===== src/rtl/bf_pkg.sv =====
package bf_pkg;

    localparam int MAX_THR = 16;

    // Per-thread barrier progress
    typedef enum logic [1:0] {
        TS_EXEC   = 2'd0,
        TS_BLOCK  = 2'd1,
        TS_RESUME = 2'd2
    } thr_state_e;

    // Snooped operation code
    typedef enum logic [1:0] {
        SNP_IDLE = 2'd0,
        SNP_INV  = 2'd1,
        SNP_FILL = 2'd2
    } snp_op_e;

    // Configuration register select
    typedef enum logic [1:0] {
        CFG_ARRIVE0 = 2'd0,
        CFG_ARRIVE1 = 2'd1,
        CFG_EXIT    = 2'd2,
        CFG_CTRL    = 2'd3
    } cfg_sel_e;

    // Number of set bits in a padded thread vector
    function automatic logic [4:0] popcnt16(input logic [MAX_THR-1:0] v);
        logic [4:0] c;
        c = '0;
        for (int i = 0; i < MAX_THR; i++) c = c + 5'(v[i]);
        return c;
    endfunction

    // Index of the lowest set bit; 16 when none is set
    function automatic logic [4:0] first_set16(input logic [MAX_THR-1:0] v);
        logic [4:0] r;
        r = 5'd16;
        for (int i = MAX_THR - 1; i >= 0; i--) if (v[i]) r = 5'(i);
        return r;
    endfunction

endpackage


===== src/rtl/bf_cfg_regs.sv =====
module bf_cfg_regs
    import bf_pkg::*;
#(
    parameter int NTHR   = 4,
    parameter int ADDR_W = 32
) (
    input  logic              clk,
    input  logic              rst,
    input  logic              wr_i,
    input  logic [1:0]        sel_i,
    input  logic [ADDR_W-1:0] wdata_i,
    output logic [ADDR_W-1:0] arr0_o,
    output logic [ADDR_W-1:0] arr1_o,
    output logic [ADDR_W-1:0] exit_o,
    output logic [NTHR-1:0]   mask_o,
    output logic              pp_o,
    output logic              clear_o
);

    cfg_sel_e sel;
    assign sel     = cfg_sel_e'(sel_i);
    // Any write restarts the barrier from a clean state
    assign clear_o = wr_i;

    always_ff @(posedge clk) begin
        if (rst) begin
            arr0_o <= '0;
            arr1_o <= '0;
            exit_o <= '0;
            mask_o <= '0;
            pp_o   <= 1'b0;
        end else if (wr_i) begin
            case (sel)
                CFG_ARRIVE0: arr0_o <= wdata_i;
                CFG_ARRIVE1: arr1_o <= wdata_i;
                CFG_EXIT:    exit_o <= wdata_i;
                CFG_CTRL: begin
                    mask_o <= wdata_i[NTHR-1:0];
                    pp_o   <= wdata_i[NTHR];
                end
                default: ;
            endcase
        end
    end

endmodule


===== src/rtl/bf_thread_fsm.sv =====
module bf_thread_fsm
    import bf_pkg::*;
(
    input  logic       clk,
    input  logic       rst,
    input  logic       clear_i,
    input  logic       en_i,
    input  logic       pp_i,
    input  logic       arr_hit_i,
    input  logic       exit_hit_i,
    input  logic       release_i,
    output thr_state_e state_o,
    output logic       acc_o
);

    thr_state_e st_q, st_d;

    always_comb begin
        // Arrival counts from Executing, or from Resuming when the
        // new arrival also stands for the exit of the previous barrier
        acc_o = en_i && arr_hit_i &&
                (st_q == TS_EXEC || (pp_i && st_q == TS_RESUME));
        st_d  = st_q;
        if (release_i && (st_q == TS_BLOCK || acc_o))
            st_d = TS_RESUME;
        else if (acc_o)
            st_d = TS_BLOCK;
        else if (exit_hit_i && st_q == TS_RESUME)
            st_d = TS_EXEC;
    end

    always_ff @(posedge clk) begin
        if (rst || clear_i) st_q <= TS_EXEC;
        else                st_q <= st_d;
    end

    assign state_o = st_q;

    AST_RESUME_AFTER_RELEASE: assert property (@(posedge clk) disable iff (rst)
        (st_q == TS_RESUME && $past(st_q) != TS_RESUME) |-> $past(release_i));

    AST_BLOCK_HELD_TO_RELEASE: assert property (@(posedge clk) disable iff (rst)
        ($past(st_q) == TS_BLOCK && st_q != TS_BLOCK) |-> ($past(release_i) || $past(clear_i)));

endmodule


===== src/rtl/bf_grant_arb.sv =====
module bf_grant_arb
    import bf_pkg::*;
#(
    parameter int NTHR  = 4,
    parameter int TID_W = 2
) (
    input  logic             clk,
    input  logic             rst,
    input  logic             clear_i,
    input  logic [NTHR-1:0]  set_i,
    input  logic [NTHR-1:0]  elig_i,
    output logic             gnt_valid_o,
    output logic [TID_W-1:0] gnt_tid_o
);

    logic [NTHR-1:0] pend_q;
    logic [NTHR-1:0] cand;
    logic [NTHR-1:0] gnt_oh;
    logic [4:0]      pick;
    logic            found;

    // Only fills whose thread has left Blocking may be answered
    assign cand  = pend_q & elig_i;
    assign pick  = first_set16(MAX_THR'(cand));
    assign found = !pick[4];
    assign gnt_oh = found ? (NTHR'(1) << pick[3:0]) : '0;

    always_ff @(posedge clk) begin
        if (rst || clear_i) begin
            pend_q      <= '0;
            gnt_valid_o <= 1'b0;
            gnt_tid_o   <= '0;
        end else begin
            pend_q      <= (pend_q & ~gnt_oh) | set_i;
            gnt_valid_o <= found;
            gnt_tid_o   <= TID_W'(pick[3:0]);
        end
    end

    AST_GNT_WAS_PENDING: assert property (@(posedge clk) disable iff (rst)
        gnt_valid_o |-> ((($past(pend_q) >> gnt_tid_o) & NTHR'(1)) != '0));

    AST_GNT_RETIRED: assert property (@(posedge clk) disable iff (rst)
        gnt_valid_o |-> !pend_q[gnt_tid_o]);

endmodule


===== src/rtl/barrier_filter.sv =====
module barrier_filter
    import bf_pkg::*;
#(
    parameter  int NTHR   = 4,
    parameter  int ADDR_W = 32,
    localparam int TID_W  = (NTHR > 1) ? $clog2(NTHR) : 1,
    localparam int CNT_W  = $clog2(NTHR + 1)
) (
    input  logic              clk,
    input  logic              rst,
    input  logic              cfg_wr_i,
    input  logic [1:0]        cfg_sel_i,
    input  logic [ADDR_W-1:0] cfg_wdata_i,
    input  logic [1:0]        snp_op_i,
    input  logic [ADDR_W-1:0] snp_addr_i,
    input  logic [TID_W-1:0]  snp_tid_i,
    output logic              rsp_valid_o,
    output logic              rsp_hold_o,
    output logic [TID_W-1:0]  rsp_tid_o,
    output logic              gnt_valid_o,
    output logic [TID_W-1:0]  gnt_tid_o
);

    // ---------------- configuration ----------------
    logic [ADDR_W-1:0] arr0, arr1, exit_a;
    logic [NTHR-1:0]   mask;
    logic              pp, clear;

    bf_cfg_regs #(.NTHR(NTHR), .ADDR_W(ADDR_W)) u_cfg (
        .clk     (clk),
        .rst     (rst),
        .wr_i    (cfg_wr_i),
        .sel_i   (cfg_sel_i),
        .wdata_i (cfg_wdata_i),
        .arr0_o  (arr0),
        .arr1_o  (arr1),
        .exit_o  (exit_a),
        .mask_o  (mask),
        .pp_o    (pp),
        .clear_o (clear)
    );

    // ---------------- snoop decode ----------------
    snp_op_e           op;
    logic              is_inv, is_fill;
    logic              phase_q;
    logic [ADDR_W-1:0] cur_arr, oth_arr;
    logic              cur_match, oth_match, exit_match;

    assign op         = snp_op_e'(snp_op_i);
    assign is_inv     = (op == SNP_INV);
    assign is_fill    = (op == SNP_FILL);
    assign cur_arr    = (pp && phase_q) ? arr1 : arr0;
    assign oth_arr    = (pp && phase_q) ? arr0 : arr1;
    assign cur_match  = (snp_addr_i == cur_arr);
    assign oth_match  = pp && (snp_addr_i == oth_arr);
    assign exit_match = (snp_addr_i == exit_a);

    // ---------------- per-thread state ----------------
    logic [NTHR-1:0] tid_hit, acc, blk;
    thr_state_e      st [NTHR];
    logic            release_b;

    for (genvar t = 0; t < NTHR; t++) begin : g_thr
        assign tid_hit[t] = (snp_tid_i == TID_W'(t));

        bf_thread_fsm u_thr (
            .clk        (clk),
            .rst        (rst),
            .clear_i    (clear),
            .en_i       (mask[t]),
            .pp_i       (pp),
            .arr_hit_i  (is_inv && cur_match && tid_hit[t]),
            .exit_hit_i (is_inv && exit_match && tid_hit[t]),
            .release_i  (release_b),
            .state_o    (st[t]),
            .acc_o      (acc[t])
        );

        assign blk[t] = (st[t] == TS_BLOCK);
    end

    // ---------------- arrival counter ----------------
    logic [CNT_W-1:0] cnt_q, need;
    logic             acc_any;

    assign need      = CNT_W'(popcnt16(MAX_THR'(mask)));
    assign acc_any   = |acc;
    assign release_b = acc_any && ((cnt_q + CNT_W'(1)) == need);

    always_ff @(posedge clk) begin
        if (rst || clear) begin
            cnt_q   <= '0;
            phase_q <= 1'b0;
        end else if (release_b) begin
            cnt_q   <= '0;
            phase_q <= pp ? ~phase_q : phase_q;
        end else if (acc_any) begin
            cnt_q   <= cnt_q + CNT_W'(1);
        end
    end

    // ---------------- fill response ----------------
    logic            fill_watch, fill_hold;
    logic [NTHR-1:0] hold_vec;

    assign fill_watch = is_fill && (cur_match || oth_match);
    assign fill_hold  = is_fill && cur_match && |(blk & tid_hit);
    assign hold_vec   = fill_hold ? tid_hit : '0;

    always_ff @(posedge clk) begin
        if (rst) begin
            rsp_valid_o <= 1'b0;
            rsp_hold_o  <= 1'b0;
            rsp_tid_o   <= '0;
        end else begin
            rsp_valid_o <= fill_watch;
            rsp_hold_o  <= fill_hold;
            rsp_tid_o   <= snp_tid_i;
        end
    end

    // ---------------- withheld-fill grants ----------------
    bf_grant_arb #(.NTHR(NTHR), .TID_W(TID_W)) u_arb (
        .clk         (clk),
        .rst         (rst),
        .clear_i     (clear),
        .set_i       (hold_vec),
        .elig_i      (~blk),
        .gnt_valid_o (gnt_valid_o),
        .gnt_tid_o   (gnt_tid_o)
    );

    AST_CNT_BELOW_NEED: assert property (@(posedge clk) disable iff (rst)
        (need != '0) |-> (cnt_q < need));

    AST_RELEASE_ZEROES_CNT: assert property (@(posedge clk) disable iff (rst)
        release_b |=> (cnt_q == '0));

    AST_CFG_CLEARS: assert property (@(posedge clk) disable iff (rst)
        cfg_wr_i |=> (cnt_q == '0 && !gnt_valid_o && !phase_q));

endmodule


===== config.mk =====
export PLATFORM = sky130hd
export DESIGN_NAME = barrier_filter
export DESIGN_NICKNAME = d
export VERILOG_FILES = /design/src/rtl/bf_pkg.sv /design/src/rtl/bf_cfg_regs.sv /design/src/rtl/bf_thread_fsm.sv /design/src/rtl/bf_grant_arb.sv /design/src/rtl/barrier_filter.sv
export SDC_FILE = /design/constraint.sdc
export NUM_CORES = 1
export LEC_CHECK = 0
export ABC_AREA = 1
export CORE_MARGIN = 1.5
export CORE_UTILIZATION = 60
export CTS_CLUSTER_SIZE = 20
export DETAILED_ROUTE_END_ITERATION = 7
export DONT_BUFFER_PORTS = 1
export GPL_TIMING_DRIVEN = 0
export PLACE_DENSITY_LB_ADDON = 0.2
export SLEW_MARGIN = 20
export SYNTH_ARGS = -nofsm -noshare
export SYNTH_HDL_FRONTEND = slang
export SYNTH_HIERARCHICAL = 1
export SYNTH_SLANG_ARGS = --single-unit

===== constraint.sdc =====
create_clock -name clk -period 3.3 [get_ports clk]
set_input_delay 0.165 -clock clk [delete_from_list [all_inputs] [get_ports clk]]
set_output_delay 0.165 -clock clk [all_outputs]
set_load 0.1 [all_outputs]

==> metrics <==
outcome=finished with violations; failing checks=DRC; CTS root buf=clkbuf_16; CTS tree=yes; fin util=70.85%; Final Setup Violations=0; CP endpoint=g_thr[0].u_thr/state_o[1]; CTS Buffer Depth=2; VDD IR max=0.4982 mV; CP bufs+invs=6; PD cells=412.3 nW/um2; antenna fix cells=0; largest net degree at the start of global routing=17; HPWL Detailed=20460 um; fin crit share=94.56%; Post-synth EDFFs=0; DRT iter0 DRCs=1041; first-pass GRT wire length=43460 um; Total Power=0.003883 W; CP peak stage delay=400 ps; count of unique library cells instantiated by Yosys=42; core footprint=13300 um2; routability cong.=1.033; switching share of power=29.34%; part of the power in combinational logic=14.6%; CTS Buf Count=17; DRT Pass-1 Iters=8; clock skew=10.85 ps; CTS H-tree lvls=4; Final nets=1560; most common flop cell mapped by yosys=dfxtp_1; slowest CP cell=dfxtp_4; fmax=320.5 MHz; FP Rows=42; Seq pwr share=42.3%; vias in the first global route=8398; total of max-cap violations=0; Critical Path AT=3490 ps; worst hold path class=input pin to register; Mapped Cells=1425; ys async rst share=0%; crit start category=register; placed insts=1601; clock power share=43.2%; reg2reg setup slack=180 ps; Worst Path Required=3670 ps; worst-path fanout max=10; GR Overflow Total=0; via count=9187; CP Class=register to register; cell-internal power=0.002744 W; die area=14390 um2; Area Overhead vs Synth=14.79%; antenna violations before repair=0; clock latency at the later pin of the worst-skew pair=430 ps; crit-path leading delay family=simple AND/OR/NAND/NOR gates; drt drc=1; RR Startpoint=u_cfg/pp_o; Least-Margin Pin Slew=938.4 ps; PnR worst setup slack=179.4 ps; sequential share of the synthesized area=30.25%; yosys warns=6; Critical Path Most Common Cell=nand2_1; share of post-route cells with drive strength above 1=8.088%; clk sink count=124; drt total wl=28220 um; P_sw=0.001139 W; I/O Buffers=0; Crit. End Element=register; static leakage=4.875 nW; synthesized area=8205 um2; I/O pins=80; global-route usage over all layers=39.68%; most common cell after layout, fill and taps aside=nand2_1; Synth Register Bits=124; DIE HEIGHT=119.9 um; slew margin rel.=37.36%; fin. max-slew vios=0; CP Depth=25; Period minus WS final=3121 ps; antenna viol nets, final=0; most frequent cells in the layout=nand2_1 (507), nor2_1 (221), inv_1 (210), dfxtp_1 (123), nand3_1 (115); pre-CTS WS=-271.0 ps; Starting Density=61.72%; Reg2Reg Depth=25; die width=119.9 um; fin cells=1672; Via density=5.495; Reg-to-Reg End=g_thr[0].u_thr/state_o[1]; Reg clk slew, reported paths=60 ps; crit path launch=u_cfg/pp_o; final hold vios=0; Synth Area per Inst=5.758 um2; syn_nets=1502; Avg WL per Cell=16.88 um
## cell families after synthesis
family | after synthesis | share of synthesized area (%)
adder cells (fa/ha/maj) | 4 | 0.7015
XOR/XNOR | 11 | 1.174
buffers and inverters | 280 | 14.67
AND/OR/NAND/NOR | 889 | 44.54
AO/OA/AOI/OAI | 117 | 8.661
flip-flops | 124 | 30.25
## through the flow
| stage | instance area, um2 | setup TNS, ps | hold WS [ps] |
|---|---|---|---|
| finish | 9419 | 0 | 13.42 |
| global route | 9419 | -59.62 | 27.32 |
| CTS | 9359 | 0 | 12.34 |
| detailed placement | 8426 | -1763 | 249.3 |
| global placement | 8426 | -1478 | 249.2 |
| floorplan | 8205 | 0 | 237.4 |
## synth_stat cells, drive strengths merged (8+ instances only)
cell type,number,area share (%)
nand2,512,24
a21boi,8,0.91
o21ai,37,2.3
nand3,120,7.8
dfxtp,124,30
a21oi,45,2.9
buf,46,4.0
nor2,224,10
inv,219,10
nand4,10,0.76
or2,10,0.76
o211ai,17,1.6
clkbuf,11,0.50
## worst min-delay path, stage by stage
cell and delay [ps]:
inv_1 30, nand3_1 90, nand2_1 70, nor2_1 30
## state kept, by name, summed over array words and instances, names as in the netlist, 2 cells and up
register / cells
u_cfg/mask_o: 4
u_arb/pend_q: 4
rsp_tid_o: 2
u_cfg/exit_o: 32
u_cfg/arr1_o: 32
g_thr.u_thr/state_o: 8
cnt_q: 3
u_cfg/arr0_o: 32
u_arb/gnt_tid_o: 2
## per-layer routing
| layer | wire, um | global-route usage, % | vias to the layer above | share of wire (%) |
|---|---|---|---|---|
| met5 | 0 | 0 | - | 0 |
| met4 | 1050 | 15.63 | 0 | 3.7 |
| met3 | 3582 | 13.45 | 83 | 13 |
| met2 | 12510 | 62.14 | 541 | 44 |
| met1 | 11080 | 50.15 | 4100 | 39 |
| li1 | - | - | 4463 | - |
## layout make-up
cell class	instances	area, um2
clock buffers	21	450.4
fillers	1187	3876
well taps	176	220.2
inverters	223	839.6
repair buffers	39	387.9
flip-flops and latches	124	2486
plain buffers	57	406.6
clock inverters	11	71.32
multi-input cells	1021	4557
## power groups by stage
stage	Combinational (W)	Clock, W	Sequential (W)
final	0.000565	0.00168	0.00164
after global routing	0.000629	0.00175	0.00165
after CTS	0.000544	0.00168	0.00164
after detailed placement	0.000489	0	0.00167
after global placement	0.000477	0	0.00167
after floorplan	0.000377	0	0.00164
## how the worst min path moves through the flow
stage                         startpoint               end  cells after the start
after floorplan                      rst        rsp_hold_o                      1
after global placement               rst        rsp_hold_o                      1
after detailed placement             rst      rsp_tid_o[1]                      1
after CTS                   cfg_sel_i[0]  u_cfg/arr0_o[25]                      4
after global routing      cfg_wdata_i[3]   u_cfg/arr0_o[3]                      4
final                     cfg_wdata_i[3]   u_cfg/arr0_o[3]                      4
## timing repair
item	CTS	global route
hold endpoints to repair	111	0
resized for setup	10	19
setup buffers	0	1
setup endpoints to repair	9	12
pin swaps	0	2
hold buffers	38	0
(Power assumes the default switching activity.)
